## src/rtl/gpio_pkg.sv

```systemverilog
package gpio_pkg;
  typedef enum logic [1:0] {
    MODE_FLOAT_F = 2'b00,
    MODE_FLOAT_R = 2'b01,
    MODE_STRONG  = 2'b10,
    MODE_WEAK    = 2'b11
  } port_mode_e;

  localparam logic [2:0] ADR_DATA = 3'd0;
  localparam logic [2:0] ADR_MODE = 3'd1;
  localparam logic [2:0] ADR_IEN  = 3'd4;

  // returns {pull_down, strong_up, weak_up}
  function automatic logic [2:0] drive_sel(input logic [1:0] mode, input logic d);
    logic [2:0] r;
    if (!d)                      r = 3'b100;
    else if (mode == MODE_STRONG) r = 3'b010;
    else if (mode == MODE_WEAK)   r = 3'b001;
    else                          r = 3'b000;
    return r;
  endfunction

  function automatic logic edge_hit(input logic [1:0] mode, input logic prev, input logic cur);
    logic r;
    case (mode)
      MODE_FLOAT_R: r = !prev && cur;
      MODE_STRONG:  r = 1'b0;
      default:      r = prev && !cur;
    endcase
    return r;
  endfunction
endpackage

```

## src/rtl/gpio_sync.sv

```systemverilog
module gpio_sync #(
  parameter int WIDTH  = 8,
  parameter int STAGES = 2
) (
  input  logic             clk,
  input  logic             rst_n,
  input  logic [WIDTH-1:0] d,
  output logic [WIDTH-1:0] q
);
  logic [WIDTH-1:0] stg [STAGES];

  generate
    for (genvar s = 0; s < STAGES; s++) begin : g_stage
      always_ff @(posedge clk or negedge rst_n) begin
        if (!rst_n) stg[s] <= '0;
        else if (s == 0) stg[s] <= d;
        else stg[s] <= stg[(s == 0) ? 0 : s-1];
      end
    end
  endgenerate

  assign q = stg[STAGES-1];
endmodule

```

## src/rtl/gpio_drive.sv

```systemverilog
module gpio_drive
  import gpio_pkg::*;
#(
  parameter int NPINS = 8
) (
  input  logic [1:0]       mode,
  input  logic [NPINS-1:0] data,
  output logic [NPINS-1:0] pd_on,
  output logic [NPINS-1:0] spu_on,
  output logic [NPINS-1:0] wpu_on
);
  generate
    for (genvar i = 0; i < NPINS; i++) begin : g_pin
      logic [2:0] sel;
      assign sel       = drive_sel(mode, data[i]);
      assign pd_on[i]  = sel[2];
      assign spu_on[i] = sel[1];
      assign wpu_on[i] = sel[0];
    end
  endgenerate
endmodule

```

## src/rtl/gpio_edge_irq.sv

```systemverilog
module gpio_edge_irq
  import gpio_pkg::*;
#(
  parameter int NPINS = 8
) (
  input  logic             clk,
  input  logic             rst_n,
  input  logic [1:0]       mode,
  input  logic [NPINS-1:0] samp,
  input  logic [NPINS-1:0] ien,
  input  logic             par_mode,
  output logic [NPINS-1:0] pin_evt,
  output logic             irq
);
  logic [NPINS-1:0] prev_q;

  always_ff @(posedge clk or negedge rst_n) begin
    if (!rst_n) prev_q <= '0;
    else        prev_q <= samp;
  end

  generate
    for (genvar i = 0; i < NPINS; i++) begin : g_evt
      assign pin_evt[i] = ien[i] && edge_hit(mode, prev_q[i], samp[i]);
    end
  endgenerate

  always_ff @(posedge clk or negedge rst_n) begin
    if (!rst_n) irq <= 1'b0;
    else        irq <= (|pin_evt) && !par_mode;
  end
endmodule

```

## src/rtl/gpio_port_ctrl.sv

```systemverilog
module gpio_port_ctrl
  import gpio_pkg::*;
#(
  parameter int NPINS       = 8,
  parameter int ADDR_W      = 3,
  parameter int SYNC_STAGES = 2
) (
  input  logic              clk,
  input  logic              rst_n,
  input  logic              wr_en,
  input  logic              rd_en,
  input  logic [ADDR_W-1:0] addr,
  input  logic [NPINS-1:0]  wdata,
  output logic [NPINS-1:0]  rdata,
  input  logic              par_mode,
  input  logic [NPINS-1:0]  pad_in,
  output logic [NPINS-1:0]  pd_on,
  output logic [NPINS-1:0]  spu_on,
  output logic [NPINS-1:0]  wpu_on,
  output logic              irq
);
  localparam int MODE_W = 2;

  logic [NPINS-1:0]  data_q;
  logic [MODE_W-1:0] cfg_q;
  logic [NPINS-1:0]  ien_q;
  logic [NPINS-1:0]  samp;
  logic [NPINS-1:0]  pin_evt;
  logic              hit_data, hit_mode, hit_ien;

  assign hit_data = (addr == ADDR_W'(ADR_DATA));
  assign hit_mode = (addr == ADDR_W'(ADR_MODE));
  assign hit_ien  = (addr == ADDR_W'(ADR_IEN));

  always_ff @(posedge clk or negedge rst_n) begin
    if (!rst_n) begin
      data_q <= '1;
      cfg_q  <= MODE_FLOAT_F;
      ien_q  <= '0;
    end else if (wr_en) begin
      if (hit_data) data_q <= wdata;
      if (hit_mode) cfg_q  <= wdata[MODE_W-1:0];
      if (hit_ien)  ien_q  <= wdata;
    end
  end

  always_ff @(posedge clk or negedge rst_n) begin
    if (!rst_n) rdata <= '0;
    else if (rd_en) begin
      if (hit_data)      rdata <= samp;
      else if (hit_mode) rdata <= NPINS'(cfg_q);
      else if (hit_ien)  rdata <= ien_q;
      else               rdata <= '0;
    end
  end

  gpio_sync #(.WIDTH(NPINS), .STAGES(SYNC_STAGES)) sync_i (
    .clk(clk), .rst_n(rst_n), .d(pad_in), .q(samp)
  );

  gpio_drive #(.NPINS(NPINS)) drive_i (
    .mode(cfg_q), .data(data_q), .pd_on(pd_on), .spu_on(spu_on), .wpu_on(wpu_on)
  );

  gpio_edge_irq #(.NPINS(NPINS)) edge_i (
    .clk(clk), .rst_n(rst_n), .mode(cfg_q), .samp(samp), .ien(ien_q),
    .par_mode(par_mode), .pin_evt(pin_evt), .irq(irq)
  );
endmodule

```

## config.mk

```make
export PLATFORM = sky130hd
export DESIGN_NAME = gpio_port_ctrl
export DESIGN_NICKNAME = d
export VERILOG_FILES = /design/src/rtl/gpio_pkg.sv /design/src/rtl/gpio_sync.sv /design/src/rtl/gpio_drive.sv /design/src/rtl/gpio_edge_irq.sv /design/src/rtl/gpio_port_ctrl.sv
export SDC_FILE = /design/constraint.sdc
export NUM_CORES = 1
export LEC_CHECK = 0
export BUFFER_PORTS_ARGS = -buffer_cell sky130_fd_sc_hd__buf_2
export CORE_MARGIN = 4
export CORE_UTILIZATION = 51
export DETAILED_ROUTE_END_ITERATION = 6
export HOLD_SLACK_MARGIN = 0.08
export PLACE_DENSITY = 0.78
export SLEW_MARGIN = 20
export SYNTH_ARGS = -nofsm -noshare
export SYNTH_HDL_FRONTEND = slang
export SYNTH_SLANG_ARGS = --single-unit
```

## constraint.sdc

```tcl
create_clock -name clk -period 1.84 [get_ports clk]
set_clock_uncertainty 0.05 [all_clocks]
set_input_delay 0.368 -clock clk [delete_from_list [all_inputs] [get_ports clk]]
set_output_delay 0.368 -clock clk [all_outputs]
set_load 0.02 [all_outputs]
```

# == Word-level counts from Yosys, hierarchy flattened ==
# Cells that the tools add are included.
# totals
register_bits,51
out_inout_bits,33
word_cells,81
# op_classes
n_eq_ne,5
n_mux,21
n_reduce_logical,47
# op_table
cell,n
$mux W3,9
$logic_and A1 B1 Y1,25
$mux W8,3
$logic_not A1 Y1,17
$pmux W1 S2,8
$reduce_or A8 Y1,1
$reduce_and A2 Y1,3
$eq A2 B2 Y1 const B,2
$eq A3 B1 Y1 const B,1
$eq A3 B3 Y1 const B,1
$logic_not A3 Y1,1
$eq A2 B1 Y1 const B,1
$mux W1,1

# == Depth between registers and ports, before layout ==
# depth
word_depth,6
depth_mapped,8
mapped_depth_nobuf,6

# == By module ==
# A second synthesis with hierarchy kept.
# hier_totals
cells_unflattened,177
area_unflattened_um2,2293.4
# modules_own_cells
module,n_inst,cells_per_inst,area_per_inst_um2
gpio_port_ctrl,1,86,1116.1
gpio_edge_irq,1,41,536.8
gpio_sync,1,24,460.4
gpio_drive,1,26,180.2

# == Least setup slack after synthesis ==
# Ideal clock, no wire load.
# synth_timing
kind,reg-to-reg
start,reg cfg_q[0]
end,reg edge_i.irq
setup_time_ns,0.088
arrival_time_ns,1.508
slack_ns,0.194
stages_incl_launch_ff,9
n_path_buf,2
path_cell_list,dfrtp_1 > inv_1 > ha_1 > buf_2 > nand2b_1 > buf_2 > o21ai_0 > a22oi_1 > a41oi_1
# synth_via
elab_chain_cells,5
word_cells_on_any_way,20
# synth_lines
element,line,rtl
"start, declared",gpio_port_ctrl.sv:25,logic [MODE_W-1:0] cfg_q;
"start signal, assigned",gpio_port_ctrl.sv:42,if (hit_mode) cfg_q <= wdata[MODE_W-1:0];
$eq A2 B2 Y1 or $eq A2 B1 Y1 (tied branches),gpio_pkg.sv:25,case (mode)
$pmux W1 S2,gpio_pkg.sv:25,
$logic_and A1 B1 Y1,gpio_edge_irq.sv:24,"assign pin_evt[i] = ien[i] && edge_hit(mode, prev_q[i], samp[i]);"
$reduce_or A8 Y1 (*),gpio_edge_irq.sv:30,else irq <= (|pin_evt) && !par_mode;
$logic_and A1 B1 Y1 (*),gpio_edge_irq.sv:30,
"end signal, assigned",gpio_edge_irq.sv:30,
"end, declared",gpio_edge_irq.sv:13,output logic irq
# Every way passes the cells marked *; elsewhere a longest branch is shown, timed or not.
# A chain may end at the register's enable or synchronous reset.

# == Final worst setup path ==
# layout_timing
start,reg cfg_q[1]
end,out wpu_on[0]
# layout_via
elab_chain_cells,4
word_cells_on_any_way,5
# layout_lines
element,line,rtl
$eq A2 B2 Y1,gpio_pkg.sv:18,else if (mode == MODE_WEAK) r = 3'b001;
$mux W1,gpio_pkg.sv:18,
$mux W3 (*),gpio_pkg.sv:17,else if (mode == MODE_STRONG) r = 3'b010;
$mux W3 (*),gpio_pkg.sv:16,if (!d) r = 3'b100;
"end, declared",gpio_port_ctrl.sv:19,"output logic [NPINS-1:0] wpu_on,"
# Marked as above.

==> key figures <==
Timing
  – Fin crit share: 0.9380
  – Setup_tns: 0 ns
  – Worst slew pin tran: roughly 0.58 ns
  – Fin crit period: 1.726 ns
  – Hold Fails Final Rpt: 0
  – FMAX: 579.4 MHz
  – Setup violations, final: 0
  – Max-slew violations: 0
  – Fin worst setup slack: approximately 0.11 ns
  – RSZ-0062 raised after global routing: false
  – Slew HR: 0.6143

Global route
  – GR Util All Layers: 0.1741
  – Grt ovf: 0
  – Number of global-route vias before repair: 1485
  – Global Route met1 Usage: 0.2193
  – Initial antenna violation count: 0
  – M2 GR Usage: 0.2902
  – Global route hottest layer: met2
  – Largest net degree at the start of global routing: 28
  – First-pass GRT wire length: 6.941 mm
  – GR Util met3: 0.04848

Worst setup path
  – Worst EP arrival: 1.31 ns
  – Worst setup SP type: flip-flop
  – Worst R2R Setup Slack: 0.27 ns
  – CP endpoint kind: output pin
  – Worst reg2reg path depth: 6
  – Reg-to-reg endpoint: edge_i.irq
  – Worst Setup SP: cfg_q[1]
  – Worst r2r src: cfg_q[0]
  – Crit-path max FO: 8
  – Setup CP Type: reg -> out
  – Worst endpoint required time: 1.42 ns

Placement
  – Placed insts: 285
  – GP Congestion: between 0.8 and 0.9
  – Pre-CTS WS: 0.1857 ns
  – Post-DP HPWL: 3.224 mm
  – IO Port Bufs: 56
  – DP Area: 2437 µm²

Power and ir drop
  – Sw power: 0.0007963 W
  – P per Cell Area: 1028 nW/µm²
  – Maximum vdd drop: 662.2 µV
  – Combinational share of power: 0.236
  – Reg power frac: 0.526
  – Leakage Power: 1.220 nW
  – Internal Power: 0.001828 W
  – Sw frac: 0.3035
  – Clk network pwr share: 0.239

Synth
  – Synth top area share: 0.5122
  – Synth area leader: dfrtp_1
  – Synth area leaders: dfrtp_1 (51%), dfstp_2 (10%), and2_1 (5.4%)
  – Post-Syn Instances: 181
  – Sequential share of the synthesized area: 0.6123
  – Netlist cell types: 27
  – Yosys warns: 0
  – Synth Register Bits: 51
  – Syn nets: 208
  – Mean Syn Cell Area: between 10 and 15 µm²
  – Mapped cell area: around 2100 µm²

Final layout
  – Commonest non-fill, non-tap cells in the layout: buf_2 (56), dfrtp_1 (43), and2_1 (18)
  – Antenna cells: 0
  – P&R area growth vs syn: 21.50%
  – Layout cells sized above 1: 0.3457
  – Final instance area: 2552 µm²
  – Fill cells: 312
  – Commonest non-fill, non-tap cell in the layout: buf_2
  – Final std cells w/o fill: 293
  – Fin util: 0.6381
  – FF/Latch Area: 1286 µm²
  – Layout Nets: 270
  – Multi-input combinational cell area: roughly 730 µm²

Die
  – Io pins: 57
  – Die width: 72.18 µm
  – Row count: 23
  – Core ar.: 4000 µm²
  – Initial core utilization: 0.5252
  – Die ar.: about 5200 µm²
  – Die Ht: ~72 µm

Drt
  – First-pass iteration count of the detailed router: 4
  – Wirelength per Cell: 14.32 µm
  – Via count: 1485
  – Via-to-Cell Ratio: 5.068
  – Post-DRT Antenna Nets: 0
  – Post-route DRC: 0
  – 1st-iter DRT viols: 43
  – Post-Route WL: roughly 4.2 mm

Flow run
  – Total of max-cap violations: 0

CTS
  – Clk slew on worst S/H paths: 0.08 ns
  – TritonCTS Sinks: 51
  – CTS Buffer Depth: 2
  – Clock root buffer master: clkbuf_8
  – Worst-Skew Late Latency: between 0.2 and 0.3 ns
  – H-tree levels: 2
  – CTS buffer count: 5
  – CTS tree: built

Worst hold path
  – Worst hold endpoint: sync_i.stg[11]
  – Hold path start: pad_in[3]
  – Hold path depth: 1
  – Worst min path class: in -> reg

Run status
  – Status: finished, final reports clean
per-stage QoR:
| stage | hold slack [ns] | power [W] |
|---|---|---|
| after global placement | 0.2812 | 0.001985 |
| after floorplan | 0.02241 | 0.001762 |
| after detailed placement | 0.2865 | 0.002010 |
| after CTS | 0.1164 | 0.002632 |
| after global routing | 0.1046 | 0.002771 |
| final | 0.1233 | 0.002624 |
layer usage:
| metal | vias up | routed length, µm |
|---|---|---|
| met4 | 0 | 72 |
| met5 | - | 0 |
| met1 | 717 | 1690 |
| li1 | 730 | - |
| met3 | 6 | 154 |
| met2 | 32 | 2279 |
flip-flops by register name, summed over array words and instances, names as in the netlist:
signal         flops
data_q             8
edge_i.prev_q      8
ien_q              8
rdata              8
sync_i.q           8
sync_i.stg         8
cfg_q              2
edge_i.irq         1
worst max-delay path by stage:
stage | endpoint | slack [ns]
6_report | wpu_on[0] | 0.11
5_1_grt | wpu_on[0] | 0.01
4_1_cts | spu_on[3] | 0.02
3_5_place_dp | edge_i.irq | 0.19
3_3_place_gp | edge_i.irq | 0.20
2_1_floorplan | edge_i.irq | 0.19
power groups by stage:
stage / registers (W) / clock network [W] / logic (W)
2_1_floorplan: 0.00139 / 0 / 0.000370
3_3_place_gp: 0.00139 / 0 / 0.000590
3_5_place_dp: 0.00140 / 0 / 0.000609
4_1_cts: 0.00138 / 0.000641 / 0.000612
5_1_grt: 0.00140 / 0.000686 / 0.000686
6_report: 0.00138 / 0.000627 / 0.000618
worst max-delay path, cell delays in order (launching register included):
cell	delay [ns]
dfrtp_1	0.43
ha_2	0.28
and2_1	0.15
buf_2	0.16
cell families after synthesis:
| logic type | Yosys count | synth area share |
|---|---|---|
| multiplexers | 10 | 0.05241 |
| adder cells (fa/ha/maj) | 3 | 0.01787 |
| flip-flops | 51 | 0.6123 |
| AND/OR/NAND/NOR | 59 | 0.1537 |
| buffers and inverters | 19 | 0.04823 |
| AO/OA/AOI/OAI | 39 | 0.1155 |
area by class of cell:
type,instances,share of cell area
Timing Repair Buffer,62,0.1333
Clock buffer,6,0.03235
Multi-Input combinational cell,111,0.2863
Sequential cell,51,0.5039
Inverter,12,0.01765
Tap cell,50,0.02451
Clock inverter,1,0.001961
cell usage after synthesis:
cell      number
o21ai_2        2
clkbuf_1       1
buf_8          1
mux2_1         8
nor3b_4        1
a22oi_1       10
o21ai_0        3
inv_1         12
dfrtp_1       43
nor3_2         1
dfstp_2        8
nor3_1         1
and2_1        18
buf_6          2
buf_2          3
nand2_2        1
nor2b_1        1
a41oi_1        1
nand2b_1      10
o22ai_1        9
mux2i_1        2
a21oi_1        8
nand3b_1       1
o21ai_1        6
nand2_1       17
ha_1           3
nor2_1         8
what timing repair did:
item,in CTS,in global routing
setup buffers,0,0
hold buffers,1,0
endpoints found under the setup margin,0,13
hold endpoints to repair,16,0
gates resized for setup,0,4
Note: power is estimated with default switching activity, not from simulation.
